--- src/rtl/fic_pkg.sv ---
package fic_pkg;
  localparam int SRC_TX_LOW   = 0;
  localparam int SRC_TX_OVF   = 1;
  localparam int SRC_RX_UDF   = 2;
  localparam int SRC_RX_OVF   = 3;
  localparam int SRC_RX_READY = 4;
  localparam int NUM_SRC      = 5;

  localparam int CLR_ALL    = 0;
  localparam int CLR_RX_UDF = 1;
  localparam int CLR_RX_OVF = 2;
  localparam int CLR_TX_OVF = 3;
  localparam int NUM_CLR    = 4;

  localparam int NUM_STICKY = 3;
  localparam int STK_RX_UDF = 0;
  localparam int STK_RX_OVF = 1;
  localparam int STK_TX_OVF = 2;

  typedef enum logic [2:0] {
    A_TX_THR  = 3'd0,
    A_RX_THR  = 3'd1,
    A_TX_LVL  = 3'd2,
    A_RX_LVL  = 3'd3,
    A_RAW     = 3'd4,
    A_MASK    = 3'd5,
    A_MASKED  = 3'd6,
    A_CLEAR   = 3'd7
  } fic_addr_e;
endpackage

--- src/rtl/fic_thresh_cmp.sv ---
module fic_thresh_cmp #(
  parameter int LVL_W = 6,
  parameter int THR_W = 5,
  parameter bit ABOVE = 1'b1
) (
  input  logic             clk,
  input  logic             rst_n,
  input  logic [LVL_W-1:0] level,
  input  logic [THR_W-1:0] thr,
  output logic             hit
);
  logic [LVL_W-1:0] thr_ext;
  assign thr_ext = LVL_W'(thr);

  generate
    if (ABOVE) begin : g_above
      assign hit = (level > thr_ext);
      // An empty FIFO never satisfies a "more than" comparison
      p_rx_empty_quiet_r3: assert property (@(posedge clk) disable iff (!rst_n)
        (level == '0) |-> !hit);
    end else begin : g_at_or_below
      assign hit = (level <= thr_ext);
      // A drained FIFO always satisfies an "at or below" comparison
      p_tx_drained_r4: assert property (@(posedge clk) disable iff (!rst_n)
        (level == '0) |-> hit);
    end
  endgenerate
endmodule

--- src/rtl/fic_sticky.sv ---
module fic_sticky #(
  parameter int N = 3
) (
  input  logic         clk,
  input  logic         rst_n,
  input  logic [N-1:0] set_ev,
  input  logic [N-1:0] clr,
  output logic [N-1:0] flag
);
  genvar i;
  generate
    for (i = 0; i < N; i++) begin : g_flag
      always_ff @(posedge clk or negedge rst_n) begin
        if (!rst_n)         flag[i] <= 1'b0;
        else if (set_ev[i]) flag[i] <= 1'b1;
        else if (clr[i])    flag[i] <= 1'b0;
      end

      p_hold_r5: assert property (@(posedge clk) disable iff (!rst_n)
        (flag[i] && !clr[i]) |=> flag[i]);
      p_clear_r7: assert property (@(posedge clk) disable iff (!rst_n)
        (clr[i] && !set_ev[i]) |=> !flag[i]);
      p_set_wins_r9: assert property (@(posedge clk) disable iff (!rst_n)
        set_ev[i] |=> flag[i]);
    end
  endgenerate
endmodule

--- src/rtl/fic_cfg_regs.sv ---
module fic_cfg_regs
  import fic_pkg::*;
#(
  parameter int LVL_W  = 6,
  parameter int THR_W  = 5,
  parameter int DATA_W = 32
) (
  input  logic              clk,
  input  logic              rst_n,
  input  logic              reg_wr,
  input  logic [2:0]        reg_addr,
  input  logic [DATA_W-1:0] reg_wdata,
  input  logic [LVL_W-1:0]  tx_level,
  input  logic [LVL_W-1:0]  rx_level,
  input  logic [NUM_SRC-1:0] raw,
  input  logic [NUM_SRC-1:0] masked,
  output logic [THR_W-1:0]  tx_thr,
  output logic [THR_W-1:0]  rx_thr,
  output logic [NUM_SRC-1:0] mask,
  output logic [NUM_CLR-1:0] clr_req,
  output logic [DATA_W-1:0] reg_rdata
);
  fic_addr_e addr;
  assign addr = fic_addr_e'(reg_addr);

  always_ff @(posedge clk or negedge rst_n) begin
    if (!rst_n) begin
      tx_thr <= '0;
      rx_thr <= '0;
      mask   <= '0;
    end else if (reg_wr) begin
      case (addr)
        A_TX_THR: tx_thr <= reg_wdata[THR_W-1:0];
        A_RX_THR: rx_thr <= reg_wdata[THR_W-1:0];
        A_MASK:   mask   <= reg_wdata[NUM_SRC-1:0];
        default:  ;
      endcase
    end
  end

  assign clr_req = (reg_wr && addr == A_CLEAR) ? reg_wdata[NUM_CLR-1:0] : '0;

  always_comb begin
    reg_rdata = '0;
    case (addr)
      A_TX_THR: reg_rdata = DATA_W'(tx_thr);
      A_RX_THR: reg_rdata = DATA_W'(rx_thr);
      A_TX_LVL: reg_rdata = DATA_W'(tx_level);
      A_RX_LVL: reg_rdata = DATA_W'(rx_level);
      A_RAW:    reg_rdata = DATA_W'(raw);
      A_MASK:   reg_rdata = DATA_W'(mask);
      A_MASKED: reg_rdata = DATA_W'(masked);
      default:  reg_rdata = '0;
    endcase
  end

  p_thr_stable_r12: assert property (@(posedge clk) disable iff (!rst_n)
    !(reg_wr && (addr == A_TX_THR || addr == A_RX_THR)) |=> ($stable(tx_thr) && $stable(rx_thr)));
  p_mask_stable_r12: assert property (@(posedge clk) disable iff (!rst_n)
    !(reg_wr && addr == A_MASK) |=> $stable(mask));
endmodule

--- src/rtl/fic_irq_ctrl.sv ---
module fic_irq_ctrl
  import fic_pkg::*;
#(
  parameter int DEPTH  = 32,
  parameter int DATA_W = 32,
  localparam int THR_W = $clog2(DEPTH),
  localparam int LVL_W = $clog2(DEPTH) + 1
) (
  input  logic              clk,
  input  logic              rst_n,
  input  logic              reg_wr,
  input  logic [2:0]        reg_addr,
  input  logic [DATA_W-1:0] reg_wdata,
  output logic [DATA_W-1:0] reg_rdata,
  input  logic [LVL_W-1:0]  tx_level,
  input  logic [LVL_W-1:0]  rx_level,
  input  logic              tx_push,
  input  logic              rx_push,
  input  logic              rx_pop,
  output logic              irq
);
  localparam logic [LVL_W-1:0] FULL_LVL = LVL_W'(DEPTH);

  logic [THR_W-1:0]      tx_thr, rx_thr;
  logic [NUM_SRC-1:0]    mask, raw, masked;
  logic [NUM_CLR-1:0]    clr_req;
  logic [NUM_STICKY-1:0] stk_set, stk_clr, stk_flag;
  logic                  rx_ready, tx_low;

  fic_cfg_regs #(.LVL_W(LVL_W), .THR_W(THR_W), .DATA_W(DATA_W)) u_regs (
    .clk(clk), .rst_n(rst_n), .reg_wr(reg_wr), .reg_addr(reg_addr),
    .reg_wdata(reg_wdata), .tx_level(tx_level), .rx_level(rx_level),
    .raw(raw), .masked(masked), .tx_thr(tx_thr), .rx_thr(rx_thr),
    .mask(mask), .clr_req(clr_req), .reg_rdata(reg_rdata)
  );

  fic_thresh_cmp #(.LVL_W(LVL_W), .THR_W(THR_W), .ABOVE(1'b1)) u_rx_cmp (
    .clk(clk), .rst_n(rst_n), .level(rx_level), .thr(rx_thr), .hit(rx_ready)
  );

  fic_thresh_cmp #(.LVL_W(LVL_W), .THR_W(THR_W), .ABOVE(1'b0)) u_tx_cmp (
    .clk(clk), .rst_n(rst_n), .level(tx_level), .thr(tx_thr), .hit(tx_low)
  );

  always_comb begin
    stk_set[STK_RX_UDF] = rx_pop  && (rx_level == '0);
    stk_set[STK_RX_OVF] = rx_push && (rx_level == FULL_LVL);
    stk_set[STK_TX_OVF] = tx_push && (tx_level == FULL_LVL);
    stk_clr[STK_RX_UDF] = clr_req[CLR_ALL] | clr_req[CLR_RX_UDF];
    stk_clr[STK_RX_OVF] = clr_req[CLR_ALL] | clr_req[CLR_RX_OVF];
    stk_clr[STK_TX_OVF] = clr_req[CLR_ALL] | clr_req[CLR_TX_OVF];
  end

  fic_sticky #(.N(NUM_STICKY)) u_sticky (
    .clk(clk), .rst_n(rst_n), .set_ev(stk_set), .clr(stk_clr), .flag(stk_flag)
  );

  always_comb begin
    raw                = '0;
    raw[SRC_TX_LOW]    = tx_low;
    raw[SRC_TX_OVF]    = stk_flag[STK_TX_OVF];
    raw[SRC_RX_UDF]    = stk_flag[STK_RX_UDF];
    raw[SRC_RX_OVF]    = stk_flag[STK_RX_OVF];
    raw[SRC_RX_READY]  = rx_ready;
  end

  assign masked = raw & mask;
  assign irq    = |masked;

  p_level_range_r2: assert property (@(posedge clk) disable iff (!rst_n)
    (tx_level <= FULL_LVL) && (rx_level <= FULL_LVL));
  p_tx_ovf_set_r5: assert property (@(posedge clk) disable iff (!rst_n)
    (tx_push && tx_level == FULL_LVL) |=> raw[SRC_TX_OVF]);
  p_rx_ovf_set_r5: assert property (@(posedge clk) disable iff (!rst_n)
    (rx_push && rx_level == FULL_LVL) |=> raw[SRC_RX_OVF]);
  p_rx_udf_set_r6: assert property (@(posedge clk) disable iff (!rst_n)
    (rx_pop && rx_level == '0) |=> raw[SRC_RX_UDF]);
  p_clear_all_r8: assert property (@(posedge clk) disable iff (!rst_n)
    (clr_req[CLR_ALL] && stk_set == '0) |=> (raw[SRC_TX_OVF:SRC_TX_OVF] == 1'b0 &&
                                            raw[SRC_RX_OVF:SRC_RX_UDF] == 2'b00));
  p_mask_zero_r11: assert property (@(posedge clk) disable iff (!rst_n)
    (mask == '0) |-> !irq);
  p_irq_quiet_r10: assert property (@(posedge clk) disable iff (!rst_n)
    (masked == '0) |-> !irq);
endmodule

--- config.mk ---
export PLATFORM = sky130hd
export DESIGN_NAME = fic_irq_ctrl
export DESIGN_NICKNAME = d
export VERILOG_FILES = /design/src/rtl/fic_pkg.sv /design/src/rtl/fic_thresh_cmp.sv /design/src/rtl/fic_sticky.sv /design/src/rtl/fic_cfg_regs.sv /design/src/rtl/fic_irq_ctrl.sv
export SDC_FILE = /design/constraint.sdc
export NUM_CORES = 1
export LEC_CHECK = 0
export ABC_AREA = 1
export CAP_MARGIN = 25
export CORE_MARGIN = 2
export CORE_UTILIZATION = 39
export CTS_CLUSTER_DIAMETER = 120
export DETAILED_ROUTE_END_ITERATION = 6
export GPL_TIMING_DRIVEN = 0
export PLACE_DENSITY = 0.84
export SYNTH_ARGS = -nofsm -noshare
export SYNTH_HDL_FRONTEND = slang
export SYNTH_SLANG_ARGS = --single-unit
--- constraint.sdc ---
create_clock -name clk -period 2.5 [get_ports clk]
set_input_delay 0.75 -clock clk [delete_from_list [all_inputs] [get_ports clk]]
set_output_delay 0.75 -clock clk [all_outputs]
set_load 0.01 [all_outputs]
==> results.cfg <==
[run_status]
outcome = complete, but fails checks
violations = negative setup slack

[clock_tree]
root_buffer = clkbuf_8
cts.sinks = 18
htreeDepth = 1
cts_hold_buf = 0
ctsLongestPathBuffers = 2
clock_latency_ns = 0.24
clk_pin_slew_ns = 0.06
cts_tree = yes
cts_buffers = 3

[synth]
synth-seq-cells = 18
synth_top_family_by_area = simple AND/OR/NAND/NOR gates
synth_area_per_cell_um2 = 6.86
synth-edff-count = 0
synth.area.mux_share_pct = 0
synth_top_area_share_pct = 29.3
synthAdderAreaFrac_pct = 8.14
synth_compound_area_share_pct = 10.3
async_reset_ff_share_pct = 100
yosysMostFrequentCell = nand2_1
ys_warn_count = 0
synth-simple-area-share_pct = 31.2
synth_area_leaders = dfrtp_1 29%, nand2_1 14%, buf_4 13%
seq_area_frac_synth_pct = 29.3
synth_flop_cell = dfrtp_1
synthXorXnorAreaFrac_pct = 0
synth_cell_types = 25
synthCells = 224
ys_top_cells_by_count = 56 x nand2_1, 29 x inv_1, 26 x buf_4
syn_area_um2 = 1540
yosys.area.top_type = dfrtp_1

[drt]
routed_wl_um = 4360
first_pass_iters = 4
drt-initial-drc-count = 151
routed_via_density = 4.75
wire_per_inst_um = 12.8
vias = 1620
drtAntennaViolNets = 0
drc = 0

[global_routing]
use_met3_pct = 1.18
use_met1_pct = 24.8
grt_pass1_wl_um = 6820
grt_max_degree = 19
track_usage_pct = 20.3
busiest_layer = met2
grt_pass1_vias = 1522
grt-ovfl-total = 0
antenna_found_initial = 0
use_met2_pct = 37.0

[critical_path]
cp_common_cell = nand2_1
regToRegSetupSlack_ns = 1.80
arrival_ns = 1.79
cp.required_ns = 1.75
start_kind = input port
worst-path-max-fanout = 3
cp-end-kind = output pin
path_delay_family = simple AND/OR/NAND/NOR gates
path_depth = 10
crit_path_max_incr_delay_ns = 0.27
r2r_end = u_regs.rx_thr[0]
r2r-start = u_regs.rx_thr[0]
path_cells = buf_8, ha_4, nand2_4, nor2_4, o21ai_2, nand2_1, nand2_2, nand2_1, nand3_1, buf_2
cp_num_buf_inv = 2
crit_type = in -> out
critPathSlowestCell = ha_4
startpoint = tx_level[4]
setup.worst_path.end = irq
worstRegToRegCells = 2

[sta]
finalHoldViolCount = 0
tightest_slew_ns = 0.785
slew_headroom_pct = 47.5
clock_skew_ns = 0
timing.fmax_mhz = 394
worst_slack_ns = -0.0378
rsz0062_at_grt = yes
min_period_ns = 2.54
report.final.slew_viol_count = 0
whs_ns = 0.494
timing.final.crit_share_pct = 102
setup_viol = 4

[finish]
instances_no_fill = 341
antenna_cells = 0
fillerInstances = 347
fin_nets = 358
area_growth_pct = 48.3
drive_gt1_share_pct = 33.8
final_core_util_pct = 61.4

[floorplanning]
pin_count = 86
fp.coreArea_um2 = 3720
initial_utilization_pct = 41.4
num_rows = 22
die_x_um = 66.8
die_y_um = 66.8
dieArea_um2 = 4460

[placement]
io_buffers = 31
dp_hpwl_um = 3170
dp_cells = 328
gp_congestion = 0.916
dp_slack_ns = -0.923

[power_and_ir_drop]
powerDensity_nw_per_um2 = 454
p_leak_nw = 1.18
p_comb_share_pct = 43.8
switching_share_pct = 36.2
internal_power_mw = 0.660
sequentialPowerShare_pct = 37.8
switching_power_mw = 0.375
clkPwrFrac_pct = 18.5
irDropWorstVdd_uv = 292

[worst_hold_path]
min_path_type = reg -> reg

[run]
maxCapViolCount = 0
-- per-layer routing --
metal	wire length (µm)	vias to the layer above
li1	-	806
met1	1760	733
met2	2260	73
met3	273	8
met4	67	0
met5	0	-
-- final cells by class --
| type | count | area [µm²] | area share [%] |
|---|---|---|---|
| Sequential cell | 18 | 450 | 19.7 |
| Timing Repair Buffer | 41 | 354 | 15.5 |
| Clock buffer | 3 | 41.3 | 1.81 |
| Buffer | 27 | 203 | 8.89 |
| Multi-Input combinational cell | 172 | 1050 | 45.9 |
| Tap cell | 48 | 60.1 | 2.63 |
| Inverter | 32 | 125 | 5.49 |
-- cell families (layout without fill, tap and decap cells) --
group	Yosys count	count (layout)
adder cells (fa/ha/maj)	10	10
AO/OA/AOI/OAI	31	31
flip-flops	18	18
buffers and inverters	59	103
other	1	26
AND/OR/NAND/NOR	105	105
-- per-stage QoR --
stage | area, µm² | power [mW] | setup TNS (ns)
2_1_floorplan | 1630 | 0.596 | 0
3_3_place_gp | 2000 | 0.728 | -5.43
3_5_place_dp | 2000 | 0.744 | -5.58
4_1_cts | 2240 | 1.00 | 0
5_1_grt | 2280 | 1.11 | -0.332
6_report | 2280 | 1.03 | -0.115
-- power groups by stage --
stage,registers [mW],clock network [mW],logic [mW]
after floorplan,0.375,0,0.220
after global placement,0.388,0,0.340
after CTS,0.387,0.198,0.415
final,0.391,0.191,0.453
after detailed placement,0.392,0,0.352
after global routing,0.396,0.211,0.503
-- cells in the final DEF, fill, tap and decap left out, types with 3 or more instances in the layout --
cell type | netlist | routed
inv_2 | 3 | 5
dlygate4sd2_1 | 0 | 3
clkbuf_8 | 0 | 3
nand4_1 | 7 | 7
nand2_2 | 3 | 7
nor2_1 | 18 | 14
nand2_1 | 56 | 51
ha_4 | 0 | 8
inv_1 | 29 | 25
nor3_2 | 1 | 3
nand3_1 | 11 | 9
buf_6 | 0 | 6
dfrtp_1 | 18 | 18
buf_2 | 1 | 7
o21ai_1 | 7 | 6
o21ai_2 | 0 | 3
a21oi_1 | 6 | 4
o21ai_0 | 16 | 14
conb_1 | 1 | 26
clkdlybuf4s50_1 | 0 | 10
buf_4 | 26 | 37
-- flip-flops by register name, summed over array words and instances, names as in the netlist --
name / count
u_regs.mask: 5
u_regs.tx_thr: 5
u_sticky.flag: 3
u_regs.rx_thr: 5
-- worst reg2reg max path, cell delays in order (launching register included) --
cell	delay [ns]
dfrtp_1	0.43
nand2_1	0.08
o21ai_0	0.08
-- how the worst min path moves through the flow --
stage / start / endpoint / slack [ns] / cells past startpoint
floorplan: rst_n / u_regs.mask[0] / 0.45 / 0
global placement: u_regs.rx_thr[3] / u_regs.rx_thr[3] / 0.47 / 2
detailed placement: u_regs.tx_thr[1] / u_regs.tx_thr[1] / 0.47 / 2
CTS: u_regs.tx_thr[1] / u_regs.tx_thr[1] / 0.50 / 2
global route: u_regs.tx_thr[2] / u_regs.tx_thr[2] / 0.53 / 2
finish: u_regs.tx_thr[1] / u_regs.tx_thr[1] / 0.49 / 2
-- repair_timing --
item,4_1_cts,5_1_grt
pin swaps,28,12
endpoints found under the setup margin,7,6
resized for setup,113,13
endpoints found under the hold margin,0,0
setup buffers,9,1
(Power assumes the default switching activity.)
